<file path="src/rtl/tmr_pkg.sv">
package tmr_pkg;

    typedef enum logic {
        SRC_EXT = 1'b0,
        SRC_INT = 1'b1
    } tmr_src_e;

    typedef enum logic {
        MODE_PULSE = 1'b0,
        MODE_CLOCK = 1'b1
    } tmr_mode_e;

endpackage

</file>
<file path="src/rtl/tmr_tick_gen.sv">
module tmr_tick_gen
    import tmr_pkg::*;
#(
    parameter int SYNC_STAGES = 2
) (
    input  logic     clk,
    input  logic     rst_n,
    input  tmr_src_e src_i,
    input  logic     run_i,
    input  logic     pre_clr_i,
    input  logic     ext_clk_i,
    output logic     tick_o
);

    localparam int CHAIN_W = SYNC_STAGES + 1;

    typedef struct packed {
        logic [CHAIN_W-1:0] sync;
        logic               pre;
    } tg_state_t;

    tg_state_t s_d, s_q;
    logic      ext_rise;

    // last synchronized stage high, one-older copy low
    assign ext_rise = s_q.sync[SYNC_STAGES-1] & ~s_q.sync[SYNC_STAGES];

    always_comb begin
        s_d      = s_q;
        s_d.sync = {s_q.sync[CHAIN_W-2:0], ext_clk_i};
        if (pre_clr_i) begin
            s_d.pre = 1'b0;
        end else if (run_i && src_i == SRC_INT) begin
            s_d.pre = ~s_q.pre;
        end
        tick_o = run_i & ((src_i == SRC_INT) ? s_q.pre : ext_rise);
    end

    always_ff @(posedge clk or negedge rst_n) begin
        if (!rst_n) begin
            s_q <= '0;
        end else begin
            s_q <= s_d;
        end
    end

endmodule

</file>
<file path="src/rtl/tmr_core.sv">
module tmr_core
    import tmr_pkg::*;
#(
    parameter int CNT_W = 16
) (
    input  logic             clk,
    input  logic             rst_n,
    input  logic             tick_i,
    input  logic             run_i,
    input  tmr_mode_e        mode_i,
    input  logic             go_set_i,
    input  logic             cnt_wr_i,
    input  logic [CNT_W-1:0] cnt_wdata_i,
    input  logic             per_wr_i,
    input  logic [CNT_W-1:0] per_wdata_i,
    output logic [CNT_W-1:0] count_o,
    output logic [CNT_W-1:0] period_o,
    output logic             go_o,
    output logic             status_o,
    output logic             irq_o
);

    localparam logic [CNT_W-1:0] ZERO = '0;
    localparam logic [CNT_W-1:0] ONE  = CNT_W'(1);

    typedef struct packed {
        logic [CNT_W-1:0] count;
        logic [CNT_W-1:0] period;
        logic             go;
        logic             status;
        logic             irq;
    } core_state_t;

    core_state_t      s_d, s_q;
    logic             event_w;
    logic [CNT_W-1:0] base;

    always_comb begin
        s_d     = s_q;
        event_w = 1'b0;
        base    = s_q.go ? ZERO : s_q.count;

        if (go_set_i) begin
            s_d.go = 1'b1;
            if (run_i) begin
                s_d.count = ZERO;
            end
        end else if (tick_i) begin
            s_d.go = 1'b0;
            if (s_q.period == ZERO) begin
                s_d.count = ZERO;
            end else if (base >= s_q.period) begin
                s_d.count = ZERO;
                event_w   = 1'b1;
            end else begin
                s_d.count = base + ONE;
            end
        end else if (run_i && (s_q.go || s_q.period == ZERO)) begin
            s_d.count = ZERO;
        end

        if (cnt_wr_i) begin
            s_d.count = cnt_wdata_i;
        end
        if (per_wr_i) begin
            s_d.period = per_wdata_i;
        end

        s_d.status = (mode_i == MODE_CLOCK) ? (s_q.status ^ event_w) : event_w;
        s_d.irq    = s_d.status & ~s_q.status;
    end

    always_ff @(posedge clk or negedge rst_n) begin
        if (!rst_n) begin
            s_q <= '0;
        end else begin
            s_q <= s_d;
        end
    end

    assign count_o  = s_q.count;
    assign period_o = s_q.period;
    assign go_o     = s_q.go;
    assign status_o = s_q.status;
    assign irq_o    = s_q.irq;

endmodule

</file>
<file path="src/rtl/tmr_period_timer.sv">
module tmr_period_timer
    import tmr_pkg::*;
#(
    parameter int CNT_W       = 16,
    parameter int SYNC_STAGES = 2
) (
    input  logic             clk,
    input  logic             rst_n,
    input  logic             ext_clk_i,
    input  logic             src_int_i,
    input  logic             clk_mode_i,
    input  logic             run_i,
    input  logic             go_wr_i,
    input  logic             go_wdata_i,
    input  logic             cnt_wr_i,
    input  logic [CNT_W-1:0] cnt_wdata_i,
    input  logic             per_wr_i,
    input  logic [CNT_W-1:0] per_wdata_i,
    output logic [CNT_W-1:0] count_o,
    output logic [CNT_W-1:0] period_o,
    output logic             go_o,
    output logic             status_o,
    output logic             irq_o
);

    logic go_set;
    logic tick;

    assign go_set = go_wr_i & go_wdata_i;

    tmr_tick_gen #(
        .SYNC_STAGES(SYNC_STAGES)
    ) u_tick (
        .clk      (clk),
        .rst_n    (rst_n),
        .src_i    (tmr_src_e'(src_int_i)),
        .run_i    (run_i),
        .pre_clr_i(go_set),
        .ext_clk_i(ext_clk_i),
        .tick_o   (tick)
    );

    tmr_core #(
        .CNT_W(CNT_W)
    ) u_core (
        .clk        (clk),
        .rst_n      (rst_n),
        .tick_i     (tick),
        .run_i      (run_i),
        .mode_i     (tmr_mode_e'(clk_mode_i)),
        .go_set_i   (go_set),
        .cnt_wr_i   (cnt_wr_i),
        .cnt_wdata_i(cnt_wdata_i),
        .per_wr_i   (per_wr_i),
        .per_wdata_i(per_wdata_i),
        .count_o    (count_o),
        .period_o   (period_o),
        .go_o       (go_o),
        .status_o   (status_o),
        .irq_o      (irq_o)
    );

endmodule

</file>
<file path="config.mk">
export PLATFORM = sky130hd
export DESIGN_NAME = tmr_period_timer
export DESIGN_NICKNAME = d
export VERILOG_FILES = /design/src/rtl/tmr_pkg.sv /design/src/rtl/tmr_tick_gen.sv /design/src/rtl/tmr_core.sv /design/src/rtl/tmr_period_timer.sv
export SDC_FILE = /design/constraint.sdc
export NUM_CORES = 1
export LEC_CHECK = 0
export BUFFER_PORTS_ARGS = -buffer_cell sky130_fd_sc_hd__buf_2
export CORE_ASPECT_RATIO = 0.6
export CORE_UTILIZATION = 45
export DETAILED_ROUTE_END_ITERATION = 8
export GPL_TIMING_DRIVEN = 0
export MAX_ROUTING_LAYER = met4
export PLACE_DENSITY = 0.73
export SLEW_MARGIN = 10
export SYNTH_ARGS = -nofsm -noshare
export SYNTH_HDL_FRONTEND = slang
export SYNTH_SLANG_ARGS = --single-unit
</file>
<file path="constraint.sdc">
create_clock -name clk -period 3.48 [get_ports clk]
set_input_delay 0.696 -clock clk [delete_from_list [all_inputs] [get_ports clk]]
set_output_delay 0.696 -clock clk [all_outputs]
set_load 0.005 [all_outputs]
</file>
=== After elaboration in Yosys (flattened, before gate mapping) ===
Index checks and enable logic that the tools add are counted.
Widths: inputs -> output; s select.

* Add/sub/neg operators: 1
* Multipliers: 0
* Divide/modulo/power cells: 0
* Magnitude comparators: 1
* Equality and inequality tests: 1
* Shift operators: 0
* Muxes and demuxes: 18
* Bitwise operators: 8
* Reductions and logical operators: 8

{| class="wikitable"
|+ Operators with widths
! cell !! number
|-
| $mux 16 || 8
|-
| $add 16x1->16 const B || 1
|-
| $ge 16x16->1 || 1
|-
| $logic_not 16->1 || 1
|-
| $mux 1 || 10
|-
| $and 1x1->1 || 4
|-
| $reduce_bool 2->1 || 2
|-
| $reduce_bool 4->1 || 1
|-
| $ne 3x3->1 const B || 1
|-
| $not 1->1 || 3
|-
| $logic_and 1x1->1 || 2
|-
| $reduce_and 2->1 || 1
|-
| $logic_or 1x1->1 || 1
|-
| $xor 1x1->1 || 1
|}

* Register bits after elaboration: 39
* Bits in latches: 0
* Bits in writable memories: 0
* Memory bits (read-only): 0
* Word-level logic and storage cells: 44
* Memories: 0

=== Depth between registers and ports, before layout ===
Gate-level depths: netlist of the first run.

* Depth in word-level cells: 9
* Depth in mapped cells: 10
* Gate-level depth less buffers: 9

=== Cells and area by module ===
Synthesis of the first run repeated with hierarchy kept, for this count alone.

* Cells, all modules: 267
* Area, all modules: 2426.1 um^2

{| class="wikitable"
|+ Modules (own cells, without submodules)
! module !! instances !! cells each !! area each (um^2) !! sequential area each (um^2)
|-
| tmr_core || 1 || 257 || 2278.4 || 875.8
|-
| tmr_tick_gen || 1 || 9 || 141.4 || 100.1
|-
| tmr_period_timer || 1 || 1 || 6.3 || 0.0
|}

=== Worst setup path before layout of the first run ===
No wires, ideal clock.

* Path kind: register -> register
* Start: reg u_core.s_q (netlist bit u_core.go_o)
* End: reg u_core.s_q (netlist bit u_core.count_o[3])
* Library setup time: 126 ps
* Data arrival time: 2577 ps
* Setup slack: 777 ps
* Stages on the path, launching flop included: 11
* Buffers on the path: 2
* Period minus slack after synthesis: 2703 ps
* Cell sequence: dfrtp_1 clkbuf_1 nor2b_1 ha_1 nand4_1 or3_1 o32a_1 and4b_1 buf_2 a32oi_1 o21ai_1

* Word-level cells in the longest chain between the ends: 7
* Elaborated cells between the ends (all ways): 12
* Those cells by class: add/sub: 1; order compare: 1; mux: 6; reduce/logical: 4

{| class="wikitable"
|+ Ends and longest elaborated chain
! what !! line !! text
|-
| start: declaration || tmr_core.sv:34 || <nowiki>core_state_t s_d, s_q;</nowiki>
|-
| start signal: assignment || tmr_core.sv:75 || <nowiki>s_q <= '0;</nowiki>
|-
| start signal: assignment || tmr_core.sv:77 || <nowiki>s_q <= s_d;</nowiki>
|-
| $mux 16 || tmr_core.sv:41 || <nowiki>base = s_q.go ? ZERO : s_q.count;</nowiki>
|-
| $add 16x1->16 / $ge 16x16->1 (equally long branches) || tmr_core.sv:56, tmr_core.sv:52 ||
|-
| $mux 16 || tmr_core.sv:52 || <nowiki>end else if (base >= s_q.period) begin</nowiki>
|-
| $mux 16 || tmr_core.sv:50 || <nowiki>if (s_q.period == ZERO) begin</nowiki>
|-
| $mux 16 || tmr_core.sv:48 || <nowiki>end else if (tick_i) begin</nowiki>
|-
| $mux 16 || tmr_core.sv:43 || <nowiki>if (go_set_i) begin</nowiki>
|-
| $mux 16 || tmr_core.sv:62 || <nowiki>if (cnt_wr_i) begin</nowiki>
|}

Several ways; a longest one is shown, not always the timed one.
A chain may end at the register's enable or synchronous reset.

=== Final worst setup path of the first run ===
* Start: reg u_core.s_q (netlist bit u_core.go_o)
* End: reg u_core.s_q (netlist bit u_core.count_o[2])

Same word-level chain as after synthesis.

==> results of run 1 <==
[metrics by stage]
stage          hold WS (ps)  instances  setup slack (ps)  power, µW  area (µm²)
3_3_place_gp            337        395               241        817        2770
5_1_grt                 374        403              38.3       1240        2870
6_report                355        403               221       1170        2870
2_1_floorplan           331        256               777        700        2310
4_1_cts                 356        403               136       1170        2870
3_5_place_dp            339        395               191        827        2770
[worst max-delay path, delay by kind of cell, from the launching register on]
family                   cells  cell delay [ps]
buffers and inverters        2              580
flip-flops                   1              570
AND/OR/NAND/NOR              4              790
adder cells (fa/ha/maj)      1              220
AO/OA/AOI/OAI                3             1000
[kinds of logic (layout without fill, tap and decap cells)]
| kind of cell | count (synthesis) | after routing | share of synthesized area |
|---|---|---|---|
| buffers and inverters | 31 | 115 | 0.0543 |
| and+or+nand+nor | 98 | 98 | 0.219 |
| adders and majority gates | 17 | 17 | 0.0922 |
| DFF | 39 | 39 | 0.423 |
| AOI/OAI and AO/OA | 62 | 62 | 0.176 |
| muxes | 1 | 1 | 0.00488 |
| xor gates and xnor gates | 8 | 8 | 0.0304 |
[Yosys cell counts, types with 2 or more instances]
cell,n,area (µm²)
nor3_1,5,25.0
xnor2_1,4,35.0
nand2b_1,3,18.8
or3_1,4,25.0
ha_1,17,213
clkbuf_1,7,26.3
a22oi_1,13,97.6
inv_1,22,82.6
and2_1,4,25.0
dfrtp_1,39,976
xor2_1,4,35.0
nor4_1,5,31.3
a21oi_1,7,35.0
a221o_1,2,20.0
nor2_1,11,41.3
nand4_1,8,50.1
o21ai_0,26,130
nor2b_1,12,75.1
nand3_1,8,40.0
nand2_1,32,120
a21o_1,2,15.0
[how the worst min path moves through the flow]
stage | from | to | slack, ps | cells past startpoint
floorplan | u_tick.s_d[2] | u_tick.s_d[3] | 330 | 0
global placement | u_tick.s_d[2] | u_tick.s_d[3] | 340 | 0
detailed placement | u_tick.s_d[2] | u_tick.s_d[3] | 340 | 0
CTS | u_tick.s_d[2] | u_tick.s_d[3] | 360 | 0
global route | u_tick.s_d[2] | u_tick.s_d[3] | 370 | 0
finish | u_tick.s_d[2] | u_tick.s_d[3] | 350 | 0
[power by group through the flow]
| stage | clock [µW] | combinational, µW | sequential (µW) |
|---|---|---|---|
| floorplan | 0 | 153 | 546 |
| global placement | 0 | 265 | 552 |
| detailed placement | 0 | 274 | 553 |
| CTS | 351 | 277 | 544 |
| global route | 370 | 313 | 552 |
| finish | 346 | 277 | 547 |
[sequential cells by signal, indices dropped and copies added, names as in the netlist]
name and count:
u_tick.s_q 2, u_core.count_o 16, u_tick.s_d 2, u_core.status_o 1
u_core.irq_o 1, u_core.go_o 1, u_core.period_o 16
[cell usage in the layout, fill, tap and decap left out, types with 7 or more instances in the layout]
| master | count |
|---|---|
| a21oi_1 | 7 |
| a22oi_1 | 13 |
| buf_2 | 77 |
| clkbuf_1 | 8 |
| clkbuf_8 | 7 |
| dfrtp_1 | 39 |
| ha_1 | 17 |
| inv_1 | 22 |
| nand2_1 | 32 |
| nand3_1 | 8 |
| nand4_1 | 8 |
| nor2_1 | 11 |
| nor2b_1 | 12 |
| o21ai_0 | 26 |
[metal layers]
layer	share of wire	GRT usage	up-vias
met1	0.52	0.370	1055
met2	0.42	0.345	92
li1	-	-	1071
met5	0	-	-
met3	0.056	0.0440	7
met4	0.011	0.0923	0
[what timing repair did]
item | in CTS | in global routing
gates resized for setup | 0 | 1
hold endpoints to repair | 0 | 0
endpoints found under the setup margin | 0 | 7
buffers inserted | 0 | 0
[area by class of cell]
type	instances	area share
Inverter	22	0.0288
Sequential cell	39	0.340
Tap cell	63	0.0275
Timing Repair Buffer	76	0.133
Multi-Input combinational cell	186	0.421
Buffer	9	0.0148
Clock buffer	8	0.0349
==> impl_metrics.json, run 1 <==
{
  "worstSetupEndpoint": "u_core.count_o[2]",
  "ys_warn_count": 0,
  "htreeDepth": 2,
  "rsz0062_at_grt": "false",
  "worstMarginPinSlew_ps": 887,
  "tns_ps": 0,
  "power_frac_seq": 0.467,
  "grt_pass1_wl_um": 9880,
  "design.die.area_um2": 5420,
  "p_sw_frac": 0.316,
  "clk_pin_slew_worst_paths_ps": 80,
  "power_density_nw_per_um2": 408,
  "fp.dieH_um": 57.5,
  "drt-pass1-iter-count": 5,
  "antenna_found_initial": 0,
  "synthDistinctLibCells": 42,
  "relSlewSlack": 0.409,
  "slew_viol_final": 0,
  "io_buffers": 76,
  "status": "complete, no violations",
  "globalplace.congestion": 0.852,
  "vias": 2225,
  "cp.required_ps": 3680,
  "syn_nets": 315,
  "endpoint_kind": "flop",
  "syn2layout_area_growth_pct": 24.3,
  "synth_ff_type": "dfrtp_1",
  "ys_seq_area_frac": 0.423,
  "seqCellArea_um2": 976,
  "wl_per_cell_um": 15.7,
  "cp_max_fo": 10,
  "grt_use_total": 0.252,
  "syn-mean-instance-area_um2": 9.01,
  "drc": 0,
  "clockRootBuffer": "clkbuf_8",
  "vdd_drop_max_v": 0.000197,
  "diodes": 0,
  "clock_latency_ps": 300,
  "cts_tree": "yes",
  "rrSetupSlack_ps": 220,
  "grt_max_degree": 40,
  "coreArea_um2": 4750,
  "final_util": 0.603,
  "cts_sinks": 39,
  "clock_skew_ps": 5.19,
  "synth_seq_cells": 39,
  "r2r_cells": 10,
  "start_util": 0.485,
  "period_share": 0.937,
  "internal_power_uw": 800,
  "fmax_ghz": 0.307,
  "cts_made_buffers": 5,
  "grt_pass1_vias": 2048,
  "p_sw_uw": 369,
  "gr-total-overflow": 0,
  "clockPowerShare": 0.296,
  "ioPinCount": 77,
  "drt_iter0_drc": 179,
  "maxCapViolations": 0,
  "multiInputGateArea_um2": 1210,
  "die_w_um": 94.4,
  "hpwl_um": 4830,
  "comb_power_share": 0.237,
  "netlist_area_um2": 2310,
  "crit_type": "flop to flop",
  "netlist_instances": 256,
  "hold_path.class": "flop to flop",
  "hold_viol_final": 0,
  "drive_gt1_frac": 0.268,
  "routed_wl_um": 6310,
  "setup_viol": 0,
  "cp_common_cell": "nand2b_1",
  "vias_per_cell": 5.52,
  "fillers": 455,
  "crit_arrival_ps": 3460,
  "worstSetupStartpoint": "u_core.go_o",
  "worstPathCellList": "clkbuf_1 -> nand2b_1 -> ha_1 -> nand2b_1 -> a2111oi_1 -> o32a_1 -> nand2_1 -> or3_4 -> buf_6 -> o311ai_2",
  "synth-edff-count": 0,
  "r2r_end": "u_core.count_o[2]",
  "power.leakage_uw": 0.00140,
  "cts_hold_buffers": 0,
  "regToRegStartpoint": "u_core.go_o",
  "worst_setup_path_start_kind": "flop",
  "layout.nets": 398,
  "min_period_ps": 3260,
  "crit_path_top_delay_cell": "dfrtp_1",
  "rows": 19,
  "ant_nets": 0,
  "cts_buffer_depth": 2,
  "slowest_delay_ps": 570,
  "async_flop_share": 1.00
}
Power figures use the tool's default switching activity.
==> run 2: changes to the inputs <==
- CORE_UTILIZATION: 45 -> 40
- PLACE_DENSITY: 0.73 -> 0.66
==> run 2 against run 1 <==
Compared with the run above:
- sequential cell count unchanged
- worst hold slack better by 3.6 ps
- combinational power down 4%
- die area is 12% higher
- clock skew decreased by 1.1 ps
- final cell count increased by 3.2%
- utilization down 6.0 points
- sequential power is 1% higher
- highest routed layer unchanged
==> impl_metrics.json, run 2 (same netlist as run 1, synthesis figures left out) <==
{
  "status": "complete, no violations",
  "multiInputGateArea_um2": 1200,
  "setup_ws_ps": 328,
  "syn2layout_area_growth_pct": 24.9,
  "fillers": 553,
  "ant_nets": 0,
  "layout_commonest_cell": "buf_2",
  "cts_setup_buffers": 0,
  "period_share": 0.906,
  "hold_path.class": "flop to flop",
  "cp.required_ps": 3680,
  "cts_made_buffers": 5,
  "crit_type": "flop to flop",
  "power_density_nw_per_um2": 404,
  "hold_viol_final": 0,
  "relSlewSlack": 0.394,
  "routed_wl_um": 6320,
  "place_ws_ps": 170,
  "io_buffers": 76,
  "rows": 20,
  "clk_pin_slew_worst_paths_ps": 70,
  "globalplace.congestion": 0.843,
  "tns_ps": 0,
  "fmax_ghz": 0.317,
  "vias_per_cell": 5.36,
  "design.die.area_um2": 6080,
  "clockRootBuffer": "clkbuf_8",
  "drive_gt1_frac": 0.268,
  "layout_common_cells": "77 x buf_2, 39 x dfrtp_1, 32 x nand2_1, 26 x o21ai_0, 22 x inv_1",
  "r2r_cells": 9,
  "grt_pass1_wl_um": 10400,
  "vdd_drop_max_v": 0.000168,
  "seqCellArea_um2": 976,
  "coreArea_um2": 5310,
  "gr-total-overflow": 0,
  "htreeDepth": 2,
  "die_w_um": 100,
  "r2r_end": "u_core.count_o[2]",
  "wl_per_cell_um": 15.2,
  "cts_tree": "yes",
  "min-delay-start": "u_tick.s_d[2]",
  "setup_viol": 0,
  "crit_arrival_ps": 3350,
  "rrSetupSlack_ps": 330,
  "hpwl_um": 4940,
  "grt_max_degree": 40,
  "drt_iter0_drc": 110,
  "cts_hold_buffers": 0,
  "power.leakage_uw": 0.00140,
  "cts_buffer_depth": 2,
  "fin_area_um2": 2880,
  "worst_setup_path_start_kind": "flop",
  "clock_latency_ps": 300,
  "cp_max_fo": 19,
  "cts_sinks": 39,
  "endpoint_kind": "flop",
  "fin_hold_ws_ps": 358,
  "layout.nets": 397,
  "diodes": 0,
  "start_util": 0.435,
  "place_area_um2": 2780,
  "regToRegStartpoint": "u_core.go_o",
  "min_period_ps": 3150,
  "maxCapViolations": 0,
  "vias": 2230,
  "worstMarginPinSlew_ps": 909,
  "drc": 0,
  "drt-pass1-iter-count": 4,
  "hold_path_depth": 0,
  "slew_viol_final": 0,
  "min_to": "u_tick.s_d[3]",
  "grt_pass1_vias": 2128,
  "antenna_found_initial": 0,
  "rsz0062_at_grt": "false",
  "grt_use_total": 0.237,
  "totalPowerFinal_uw": 1160,
  "ioPinCount": 77,
  "fp.dieH_um": 60.8,
  "clock_skew_ps": 4.12
}
## run 2: how the worst max path moves through the flow
stage,slack (ps),endpoint,start,depth (start not counted)
floorplan,780,u_core.count_o[3],u_core.go_o,10
global placement,180,u_core.count_o[2],u_core.go_o,10
detailed placement,170,u_core.count_o[2],u_core.go_o,10
CTS,120,u_core.count_o[2],u_core.go_o,10
global route,130,u_core.count_o[2],u_core.go_o,9
finish,330,u_core.count_o[2],u_core.go_o,9
## run 2: critical path, cell delays in order (launching register included)
cell       delay (ps)
dfrtp_1           750
nand2b_1          210
ha_1              230
nand2b_1          150
a2111oi_0         620
o32a_1            290
nand2_1            80
or3_4             340
buf_6             150
o311ai_2          210
## run 2: through the flow
| stage | cells | util |
|---|---|---|
| floorplan | 256 | - |
| global placement | 409 | 0.525 |
| detailed placement | 409 | 0.525 |
| CTS | 417 | 0.543 |
| global route | 416 | 0.543 |
| finish | 416 | 0.543 |
## run 2: report_power, final
group / switching [µW] / leakage, µW / internal, µW
Clock: 163 / 0.0000515 / 181
Combinational: 145 / 0.000866 / 122
Sequential: 57.5 / 0.000479 / 496
Total: 365 / 0.00140 / 799
## run 2: area by class of cell
type                       instances  share of cell area
clock buffer                       8              0.0348
buffer                             8              0.0135
multi-input combinational        186               0.419
tap                               77              0.0335
timing repair buffer              76               0.132
inverter                          22              0.0287
sequential                        39               0.339
## run 2: timing repair
item | 4_1_cts | 5_1_grt
endpoints found under the setup margin | 0 | 3
hold endpoints to repair | 0 | 0
gates resized for setup | 0 | 0
## run 2: metal layers
layer,GRT usage,up-vias,routed length [µm]
li1,-,1082,-
met1,0.335,1040,3160
met2,0.341,100,2480
met3,0.0461,8,602
met4,0.0745,0,71
met5,-,-,0
